<file path="src/rtl/lpddr2_init_pkg.sv">
`timescale 1ns/1ps
// Shared types, the step table and the pause rounding for the LPDDR2
// initialization sequencer. Assumes a single clock domain.
package lpddr2_init_pkg;

    localparam int MR_W    = 6;
    localparam int SEL_W   = 4;
    localparam int STEP_W  = 5;

    typedef enum logic [1:0] {
        OP_NOP    = 2'd0,
        OP_ACK_WR = 2'd1,
        OP_MRW    = 2'd2,
        OP_NORMAL = 2'd3
    } cmd_op_e;

    typedef enum logic [2:0] {
        SK_LOAD,
        SK_CMD,
        SK_WAIT,
        SK_IBUF_ON,
        SK_IBUF_OFF,
        SK_FINISH
    } step_kind_e;

    typedef enum logic [1:0] {
        PZ_SHORT,
        PZ_LONG,
        PZ_RESET
    } pause_e;

    localparam logic [SEL_W-1:0] SEL_LOWPWR   = 4'd0;
    localparam logic [SEL_W-1:0] SEL_CALTIME  = 4'd1;
    localparam logic [SEL_W-1:0] SEL_MEMTYPE  = 4'd2;
    localparam logic [SEL_W-1:0] SEL_CONFIG   = 4'd3;
    localparam logic [SEL_W-1:0] SEL_TIMING0  = 4'd4;
    localparam logic [SEL_W-1:0] SEL_TIMING1  = 4'd5;
    localparam logic [SEL_W-1:0] SEL_TIMING2  = 4'd6;
    localparam logic [SEL_W-1:0] SEL_REFRESH  = 4'd7;
    localparam logic [SEL_W-1:0] SEL_TEMPPOLL = 4'd8;

    localparam logic [MR_W-1:0] MR_DEVRESET = 6'd63;
    localparam logic [MR_W-1:0] MR_ZQCAL    = 6'd10;

    typedef struct packed {
        step_kind_e            kind;
        cmd_op_e               op;
        logic [MR_W-1:0]       mr;
        pause_e                pause;
        logic [SEL_W-1:0]      sel;
    } step_t;

    // Cycles covering a pause in ns, rounded up, never below one.
    function automatic int unsigned pause_cycles(input int unsigned ns,
                                                 input int unsigned clk_ps);
        longint unsigned num;
        longint unsigned q;
        num = longint'(ns) * 64'd1000;
        q   = (num + longint'(clk_ps) - 64'd1) / longint'(clk_ps);
        if (q < 64'd1) q = 64'd1;
        return int'(q);
    endfunction

    function automatic step_t mk_step(input step_kind_e k, input cmd_op_e o,
                                      input logic [MR_W-1:0] m, input pause_e p,
                                      input logic [SEL_W-1:0] s);
        step_t r;
        r.kind  = k;
        r.op    = o;
        r.mr    = m;
        r.pause = p;
        r.sel   = s;
        return r;
    endfunction

    function automatic step_t ld(input logic [SEL_W-1:0] s);
        return mk_step(SK_LOAD, OP_NOP, '0, PZ_SHORT, s);
    endfunction

    function automatic step_t cmd(input cmd_op_e o, input logic [MR_W-1:0] m);
        return mk_step(SK_CMD, o, m, PZ_SHORT, '0);
    endfunction

    function automatic step_t pz(input pause_e p);
        return mk_step(SK_WAIT, OP_NOP, '0, p, '0);
    endfunction

    // The bring-up order; the order itself is the behaviour.
    function automatic step_t step_at(input logic [STEP_W-1:0] idx);
        case (idx)
            5'd0:  return ld(SEL_LOWPWR);
            5'd1:  return ld(SEL_CALTIME);
            5'd2:  return ld(SEL_MEMTYPE);
            5'd3:  return ld(SEL_CONFIG);
            5'd4:  return ld(SEL_TIMING0);
            5'd5:  return ld(SEL_TIMING1);
            5'd6:  return ld(SEL_TIMING2);
            5'd7:  return cmd(OP_NOP, '0);
            5'd8:  return cmd(OP_ACK_WR, '0);
            5'd9:  return pz(PZ_SHORT);
            5'd10: return cmd(OP_NOP, '0);
            5'd11: return pz(PZ_LONG);
            5'd12: return cmd(OP_MRW, MR_DEVRESET);
            5'd13: return pz(PZ_RESET);
            5'd14: return cmd(OP_MRW, MR_ZQCAL);
            5'd15: return cmd(OP_MRW, 6'd1);
            5'd16: return cmd(OP_MRW, 6'd2);
            5'd17: return cmd(OP_MRW, 6'd3);
            5'd18: return cmd(OP_MRW, 6'd16);
            5'd19: return mk_step(SK_IBUF_ON, OP_NOP, '0, PZ_SHORT, '0);
            5'd20: return cmd(OP_NOP, '0);
            5'd21: return cmd(OP_MRW, 6'd5);
            5'd22: return cmd(OP_MRW, 6'd6);
            5'd23: return cmd(OP_MRW, 6'd8);
            5'd24: return cmd(OP_MRW, 6'd0);
            5'd25: return cmd(OP_NORMAL, '0);
            5'd26: return mk_step(SK_IBUF_OFF, OP_NOP, '0, PZ_SHORT, '0);
            5'd27: return ld(SEL_REFRESH);
            5'd28: return ld(SEL_TEMPPOLL);
            default: return mk_step(SK_FINISH, OP_NOP, '0, PZ_SHORT, '0);
        endcase
    endfunction

endpackage

</file>
<file path="src/rtl/lpddr2_step_rom.sv">
`timescale 1ns/1ps
// Step decoder: maps the sequencer's step index to the action of that step.
// Purely combinational; indices past the table decode to the finish step.
module lpddr2_step_rom
    import lpddr2_init_pkg::*;
(
    input  logic [STEP_W-1:0] idx_i,
    output step_t             step_o
);

    // Look up the current step.
    always_comb begin
        step_o = step_at(idx_i);
    end

endmodule

</file>
<file path="src/rtl/lpddr2_pause_timer.sv">
`timescale 1ns/1ps
// Pause timer: one down-counter shared by all pauses. A load pulse picks
// the length for the selected pause; expired_o is high in the cycle the
// count reaches one. Assumes each length is at least one cycle.
module lpddr2_pause_timer
    import lpddr2_init_pkg::*;
#(
    parameter int unsigned SHORT_CYC = 1,
    parameter int unsigned LONG_CYC  = 1,
    parameter int unsigned RESET_CYC = 1
) (
    input  logic   clk,
    input  logic   rst_n,
    input  logic   load_i,
    input  pause_e sel_i,
    output logic   expired_o
);

    localparam int unsigned MAX_AB  = (SHORT_CYC > LONG_CYC) ? SHORT_CYC : LONG_CYC;
    localparam int unsigned MAX_CYC = (MAX_AB > RESET_CYC) ? MAX_AB : RESET_CYC;
    localparam int          CNT_W   = $clog2(MAX_CYC + 1);

    localparam logic [CNT_W-1:0] SHORT_V = CNT_W'(SHORT_CYC);
    localparam logic [CNT_W-1:0] LONG_V  = CNT_W'(LONG_CYC);
    localparam logic [CNT_W-1:0] RESET_V = CNT_W'(RESET_CYC);

    logic [CNT_W-1:0] cnt_q;
    logic [CNT_W-1:0] load_val;

    // Pick the length of the requested pause.
    always_comb begin
        case (sel_i)
            PZ_LONG:  load_val = LONG_V;
            PZ_RESET: load_val = RESET_V;
            default:  load_val = SHORT_V;
        endcase
    end

    // Load on request, otherwise count down to zero and rest there.
    always_ff @(posedge clk) begin
        if (!rst_n) begin
            cnt_q <= '0;
        end else if (load_i) begin
            cnt_q <= load_val;
        end else if (cnt_q != '0) begin
            cnt_q <= cnt_q - 1'b1;
        end
    end

    assign expired_o = (cnt_q == CNT_W'(1));

endmodule

</file>
<file path="src/rtl/lpddr2_cmd_port.sv">
`timescale 1ns/1ps
// Command port: registers one command at a time and holds it on the
// valid/ready channel until accepted. A new command is taken only while
// no command is pending, so one idle cycle follows each acceptance.
module lpddr2_cmd_port
    import lpddr2_init_pkg::*;
(
    input  logic            clk,
    input  logic            rst_n,
    input  logic            issue_i,
    input  cmd_op_e         op_i,
    input  logic [MR_W-1:0] mr_i,
    input  logic            ready_i,
    output logic            valid_o,
    output cmd_op_e         op_o,
    output logic [MR_W-1:0] mr_o,
    output logic            accept_o
);

    // Hold the pending command; drop valid on acceptance.
    always_ff @(posedge clk) begin
        if (!rst_n) begin
            valid_o <= 1'b0;
            op_o    <= OP_NOP;
            mr_o    <= '0;
        end else if (valid_o && ready_i) begin
            valid_o <= 1'b0;
        end else if (issue_i && !valid_o) begin
            valid_o <= 1'b1;
            op_o    <= op_i;
            mr_o    <= mr_i;
        end
    end

    assign accept_o = valid_o && ready_i;

endmodule

</file>
<file path="src/rtl/lpddr2_init_seq.sv">
`timescale 1ns/1ps
// LPDDR2 initialization sequencer top. Walks the step table once per reset:
// setting loads, commands, pauses and buffer-window changes, then done.
// Assumes CLK_PS is the true clock period; pauses round up to cycles.
module lpddr2_init_seq
    import lpddr2_init_pkg::*;
#(
    parameter int unsigned CLK_PS   = 5000,
    parameter int unsigned SHORT_NS = 100,
    parameter int unsigned LONG_NS  = 200000,
    parameter int unsigned RESET_NS = 1000
) (
    input  logic       clk,
    input  logic       rst_n,
    input  logic       start,
    input  logic       cmd_ready,
    output logic       cmd_valid,
    output logic [1:0] cmd_op,
    output logic [5:0] cmd_mr,
    output logic       cfg_load,
    output logic [3:0] cfg_sel,
    output logic       zq_short,
    output logic       ibuf_en,
    output logic       done
);

    localparam int unsigned SHORT_CYC = pause_cycles(SHORT_NS, CLK_PS);
    localparam int unsigned LONG_CYC  = pause_cycles(LONG_NS, CLK_PS);
    localparam int unsigned RESET_CYC = pause_cycles(RESET_NS, CLK_PS);

    typedef enum logic [1:0] {PH_IDLE, PH_RUN, PH_DONE} phase_e;

    phase_e            phase_q;
    logic [STEP_W-1:0] step_q;
    logic              armed_q;
    logic              zq_q;
    logic              ibuf_q;
    step_t             cur;
    logic              running;
    logic              advance;
    logic              issue;
    logic              tmr_load;
    logic              tmr_exp;
    logic              cmd_acc;
    cmd_op_e           port_op;

    lpddr2_step_rom u_rom (
        .idx_i  (step_q),
        .step_o (cur)
    );

    lpddr2_pause_timer #(
        .SHORT_CYC (SHORT_CYC),
        .LONG_CYC  (LONG_CYC),
        .RESET_CYC (RESET_CYC)
    ) u_timer (
        .clk       (clk),
        .rst_n     (rst_n),
        .load_i    (tmr_load),
        .sel_i     (cur.pause),
        .expired_o (tmr_exp)
    );

    lpddr2_cmd_port u_port (
        .clk      (clk),
        .rst_n    (rst_n),
        .issue_i  (issue),
        .op_i     (cur.op),
        .mr_i     (cur.mr),
        .ready_i  (cmd_ready),
        .valid_o  (cmd_valid),
        .op_o     (port_op),
        .mr_o     (cmd_mr),
        .accept_o (cmd_acc)
    );

    assign running  = (phase_q == PH_RUN);
    assign issue    = running && (cur.kind == SK_CMD);
    assign tmr_load = running && (cur.kind == SK_WAIT) && !armed_q;
    assign cfg_load = running && (cur.kind == SK_LOAD);
    assign cfg_sel  = cur.sel;
    assign cmd_op   = port_op;
    assign zq_short = zq_q;
    assign ibuf_en  = ibuf_q;
    assign done     = (phase_q == PH_DONE);

    // Decide whether the current step is complete this cycle.
    always_comb begin
        advance = 1'b0;
        if (running) begin
            case (cur.kind)
                SK_LOAD, SK_IBUF_ON, SK_IBUF_OFF: advance = 1'b1;
                SK_CMD:                           advance = cmd_acc;
                SK_WAIT:                          advance = armed_q && tmr_exp;
                default:                          advance = 1'b0;
            endcase
        end
    end

    // Phase and step progression; start is honoured only from idle.
    always_ff @(posedge clk) begin
        if (!rst_n) begin
            phase_q <= PH_IDLE;
            step_q  <= '0;
        end else begin
            case (phase_q)
                PH_IDLE: begin
                    if (start) begin
                        phase_q <= PH_RUN;
                        step_q  <= '0;
                    end
                end
                PH_RUN: begin
                    if (cur.kind == SK_FINISH) begin
                        phase_q <= PH_DONE;
                    end else if (advance) begin
                        step_q <= step_q + 1'b1;
                    end
                end
                default: phase_q <= PH_DONE;
            endcase
        end
    end

    // Mark a pause as started so the timer is loaded exactly once.
    always_ff @(posedge clk) begin
        if (!rst_n) begin
            armed_q <= 1'b0;
        end else if (tmr_load) begin
            armed_q <= 1'b1;
        end else if (advance) begin
            armed_q <= 1'b0;
        end
    end

    // Switch calibration type to short once the calibration write is taken.
    always_ff @(posedge clk) begin
        if (!rst_n) begin
            zq_q <= 1'b0;
        end else if (cmd_acc && cur.kind == SK_CMD && cur.op == OP_MRW
                     && cur.mr == MR_ZQCAL) begin
            zq_q <= 1'b1;
        end
    end

    // Open and close the input-buffer window at its two steps.
    always_ff @(posedge clk) begin
        if (!rst_n) begin
            ibuf_q <= 1'b0;
        end else if (running && cur.kind == SK_IBUF_ON) begin
            ibuf_q <= 1'b1;
        end else if (running && cur.kind == SK_IBUF_OFF) begin
            ibuf_q <= 1'b0;
        end
    end

endmodule

</file>
<file path="config.mk">
export PLATFORM = sky130hd
export DESIGN_NAME = lpddr2_init_seq
export DESIGN_NICKNAME = d
export VERILOG_FILES = /design/src/rtl/lpddr2_init_pkg.sv /design/src/rtl/lpddr2_step_rom.sv /design/src/rtl/lpddr2_pause_timer.sv /design/src/rtl/lpddr2_cmd_port.sv /design/src/rtl/lpddr2_init_seq.sv
export SDC_FILE = /design/constraint.sdc
export NUM_CORES = 1
export LEC_CHECK = 0
export BUFFER_PORTS_ARGS = -buffer_cell sky130_fd_sc_hd__buf_2
export CAP_MARGIN = 20
export CORE_MARGIN = 2
export CORE_UTILIZATION = 59
export DETAILED_ROUTE_END_ITERATION = 7
export GPL_ROUTABILITY_DRIVEN = 0
export PLACE_DENSITY_LB_ADDON = 0.15
export SLEW_MARGIN = 10
export SYNTH_ARGS = -nofsm -noshare
export SYNTH_HDL_FRONTEND = slang
export SYNTH_SLANG_ARGS = --single-unit
</file>
<file path="constraint.sdc">
create_clock -name clk -period 3.9 [get_ports clk]
set_clock_uncertainty 0.05 [all_clocks]
set_input_delay 1.17 -clock clk [delete_from_list [all_inputs] [get_ports clk]]
set_output_delay 1.17 -clock clk [all_outputs]
set_load 0.05 [all_outputs]
</file>
==> metrics.yaml <==
sta:
  finalHoldViolCount: 0
  fmax_ghz: 0.294
  fin_crit_ns: 3.40
  rsz0062_at_grt: "no"
  drv_slew: 0
  tns_ns: 0
  fin_crit_sh_pct: 87.2
  relSlewSlack_pct: 60.3
  setup_violations: 0
  worstMarginPinSlew_ns: 0.596
global_routing:
  gr-usage-all-layers_pct: 22.8
  grt_max_degree: 21
  gr-total-overflow: 0
  grt_antenna_before_repair: 0
  grt_pass1_vias: 1927
  grt_pass1_wl_mm: 9.23
layout:
  drive_gt1_share_pct: 14.7
  area_delta_synth_final_pct: 7.05
  final_util_pct: 65.5
  fin_nets: 327
  instances_no_fill: 365
  num_antenna_cells: 0
  final_cell_area_mm2: 0.00283
drt:
  wl_per_cell_um: 14.4
  routed.top_layer: "met4"
  wl_met1_mm: 2.69
  ant_nets: 0
  drt-initial-drc-count: 143
  firstDrtPassIters: 4
  drcViolationCount: 0
  viasPerCell: 5.79
  num_vias: 2112
  wl_mm: 5.26
  wl_met2_mm: 2.18
  wl_met3_um: 309
power_and_ir_drop:
  leakage_nw: 1.24
  power_density_mw_per_mm2: 510
  ir_drop_mv: 0.294
logic_synthesis:
  synth_top_area_cell: "dfxtp_1"
  synth_ff_type: "dfxtp_1"
  synthTopCellsByArea: "dfxtp_1 (39%), nor2_1 (5.5%), ha_1 (5.2%)"
  netlist_instances: 296
  synthAdderAreaFrac_pct: 5.20
  yosysMostFrequentCell: "dfxtp_1"
  avgSynthCellArea_um2: 8.94
  synth.cell_area_mm2: 0.00265
  synth.area.mux_share_pct: 5.68
  synthXorXnorAreaFrac_pct: 6.24
  yosysSeqAreaShare_pct: 39.4
  syn_nets: 311
  synth-simple-area-share_pct: 24.8
  synth_top_area_share_pct: 39.4
  synth_common_cells: "dfxtp_1 (52), nor2_1 (39), nand2_1 (20), a21oi_1 (13), inv_1 (13)"
  synth_seq_cells: 52
  ys_warn_count: 0
  async_flop_share_pct: 0
  synth_top_family_by_area: "simple AND/OR/NAND/NOR gates"
  synth_edf_count: 0
  ys_types: 55
  synth-compound-area-share_pct: 13.0
die:
  die_w_um: 71.0
  die_area_mm2: 0.00503
  io_pins: 21
  core_mm2: 0.00432
  fp.dieH_um: 71.0
  initial_utilization_pct: 61.2
  rows: 24
clock_tree:
  cts_root_buffer: "clkbuf_8"
  clockBufferDepth: 2
  cts_max_level: 2
  cts_setup_buffers: 0
  tritoncts: "done"
  worstSkewPairLatency_ns: 0.31
  cts-hold-fix-buffers: 0
  cts_buffers: 5
  clk_pin_slew_ns: 0.10
  cts_resized: 0
  cts.sinks: 52
run:
  drv_cap: 0
place:
  numPortBuffers: 20
  dpl_cell_area_mm2: 0.00274
  dp.cells: 357
  dp_hpwl_mm: 3.91
status:
  outcome: "finished clean"
worst_setup_path:
  slowest_stage: "nor4_1"
  crit_type: "input pin to flip-flop"
  arrival_ns: 3.61
  critPathRequiredTime_ns: 4.11
  startpoint_type: "input pin"
  crit_chain: "buf_2 > and3b_1 > o311ai_4 > o21ai_2 > mux2i_1 > nand2_1 > inv_1 > ha_1 > o31ai_1 > nor4_1 > a21o_1"
  max_stage_delay_ns: 0.44
  cp_max_fo: 13
  crit_path_end_kind: "flip-flop"
min_path:
  hold_path_class: "flip-flop to flip-flop"
-- layout by cell type (no fill, tap or decap), types with 3 or more instances in the layout --
cell / synthesis / final
nor2b_1: 3 / 3
nor4_1: 6 / 6
and3_1: 5 / 5
dfxtp_1: 52 / 52
nor2_1: 39 / 39
inv_1: 13 / 13
a21o_1: 3 / 3
nand4_1: 8 / 8
a211oi_1: 3 / 3
nor3_1: 9 / 9
nand3b_1: 3 / 3
buf_4: 4 / 3
nand2_1: 20 / 20
nand3_1: 11 / 11
a31oi_1: 3 / 3
xnor2_1: 8 / 8
and2_1: 5 / 5
buf_2: 3 / 20
xor2_1: 9 / 9
o21a_1: 5 / 5
a21oi_1: 13 / 13
mux2i_1: 12 / 12
ha_1: 11 / 11
o21ai_0: 6 / 6
clkbuf_8: 0 / 5
-- sequential cells by signal, summed over array words and instances, names as in the netlist --
signal and count:
zq_short 1, u_port.op_o 2, u_port.mr_o 6, u_timer.cnt_q 16, u_port.valid_o 1, phase_q 2, armed_q 1, u_rom.step_o 17
step_q 5, ibuf_en 1
-- power by group --
part           switching, mW  internal [mW]
Combinational          0.255          0.214
Clock                  0.182          0.127
Sequential            0.0696          0.596
Total                  0.506          0.938
-- cells by family after synthesis --
family	after synthesis
DFF	52
adders and majority gates	11
AOI/OAI and AO/OA	48
xor gates and xnor gates	18
and+or+nand+nor	124
buffers and inverters	29
muxes	14
-- through the flow --
step                      power [mW]  hold WS (ns)  setup WS [ns]
after global routing            1.55         0.476          0.272
after detailed placement        1.14         0.410          0.216
final                           1.44         0.428          0.501
after floorplan                 1.06         0.401          0.665
after global placement          1.14         0.418          0.320
after CTS                       1.45         0.433          0.535
-- per-layer routing --
metal,vias up,track usage [%]
li1,1060,-
met4,0,7.97
met3,8,4.27
met1,978,34.7
met2,66,32.3
met5,-,0
-- final cells by class --
class,instances,area (µm²)
multi-input cells,215,1450
inverters,15,58.8
flip-flops and latches,52,1040
clock buffers,5,68.8
repair buffers,23,123
clock inverters,3,23.8
well taps,52,65.1
fillers,379,1490
-- worst max-delay path, delay by kind of cell --
kind | cells | cell delay, ns
simple gates | 3 | 0.81
compound gates | 4 | 0.73
buf+inv | 2 | 0.34
mux | 1 | 0.24
fa+ha+maj | 1 | 0.31
-- final timing paths --
kind	endpoint	from	slack, ns	cells past startpoint
min reg2reg	zq_short	zq_short	0.43	2
min	zq_short	zq_short	0.43	2
max reg2reg	u_rom.step_o[2]	u_timer.cnt_q[2]	0.62	10
max	u_rom.step_o[2]	cmd_ready	0.50	11
No activity file was read; power rests on OpenSTA's default activity.
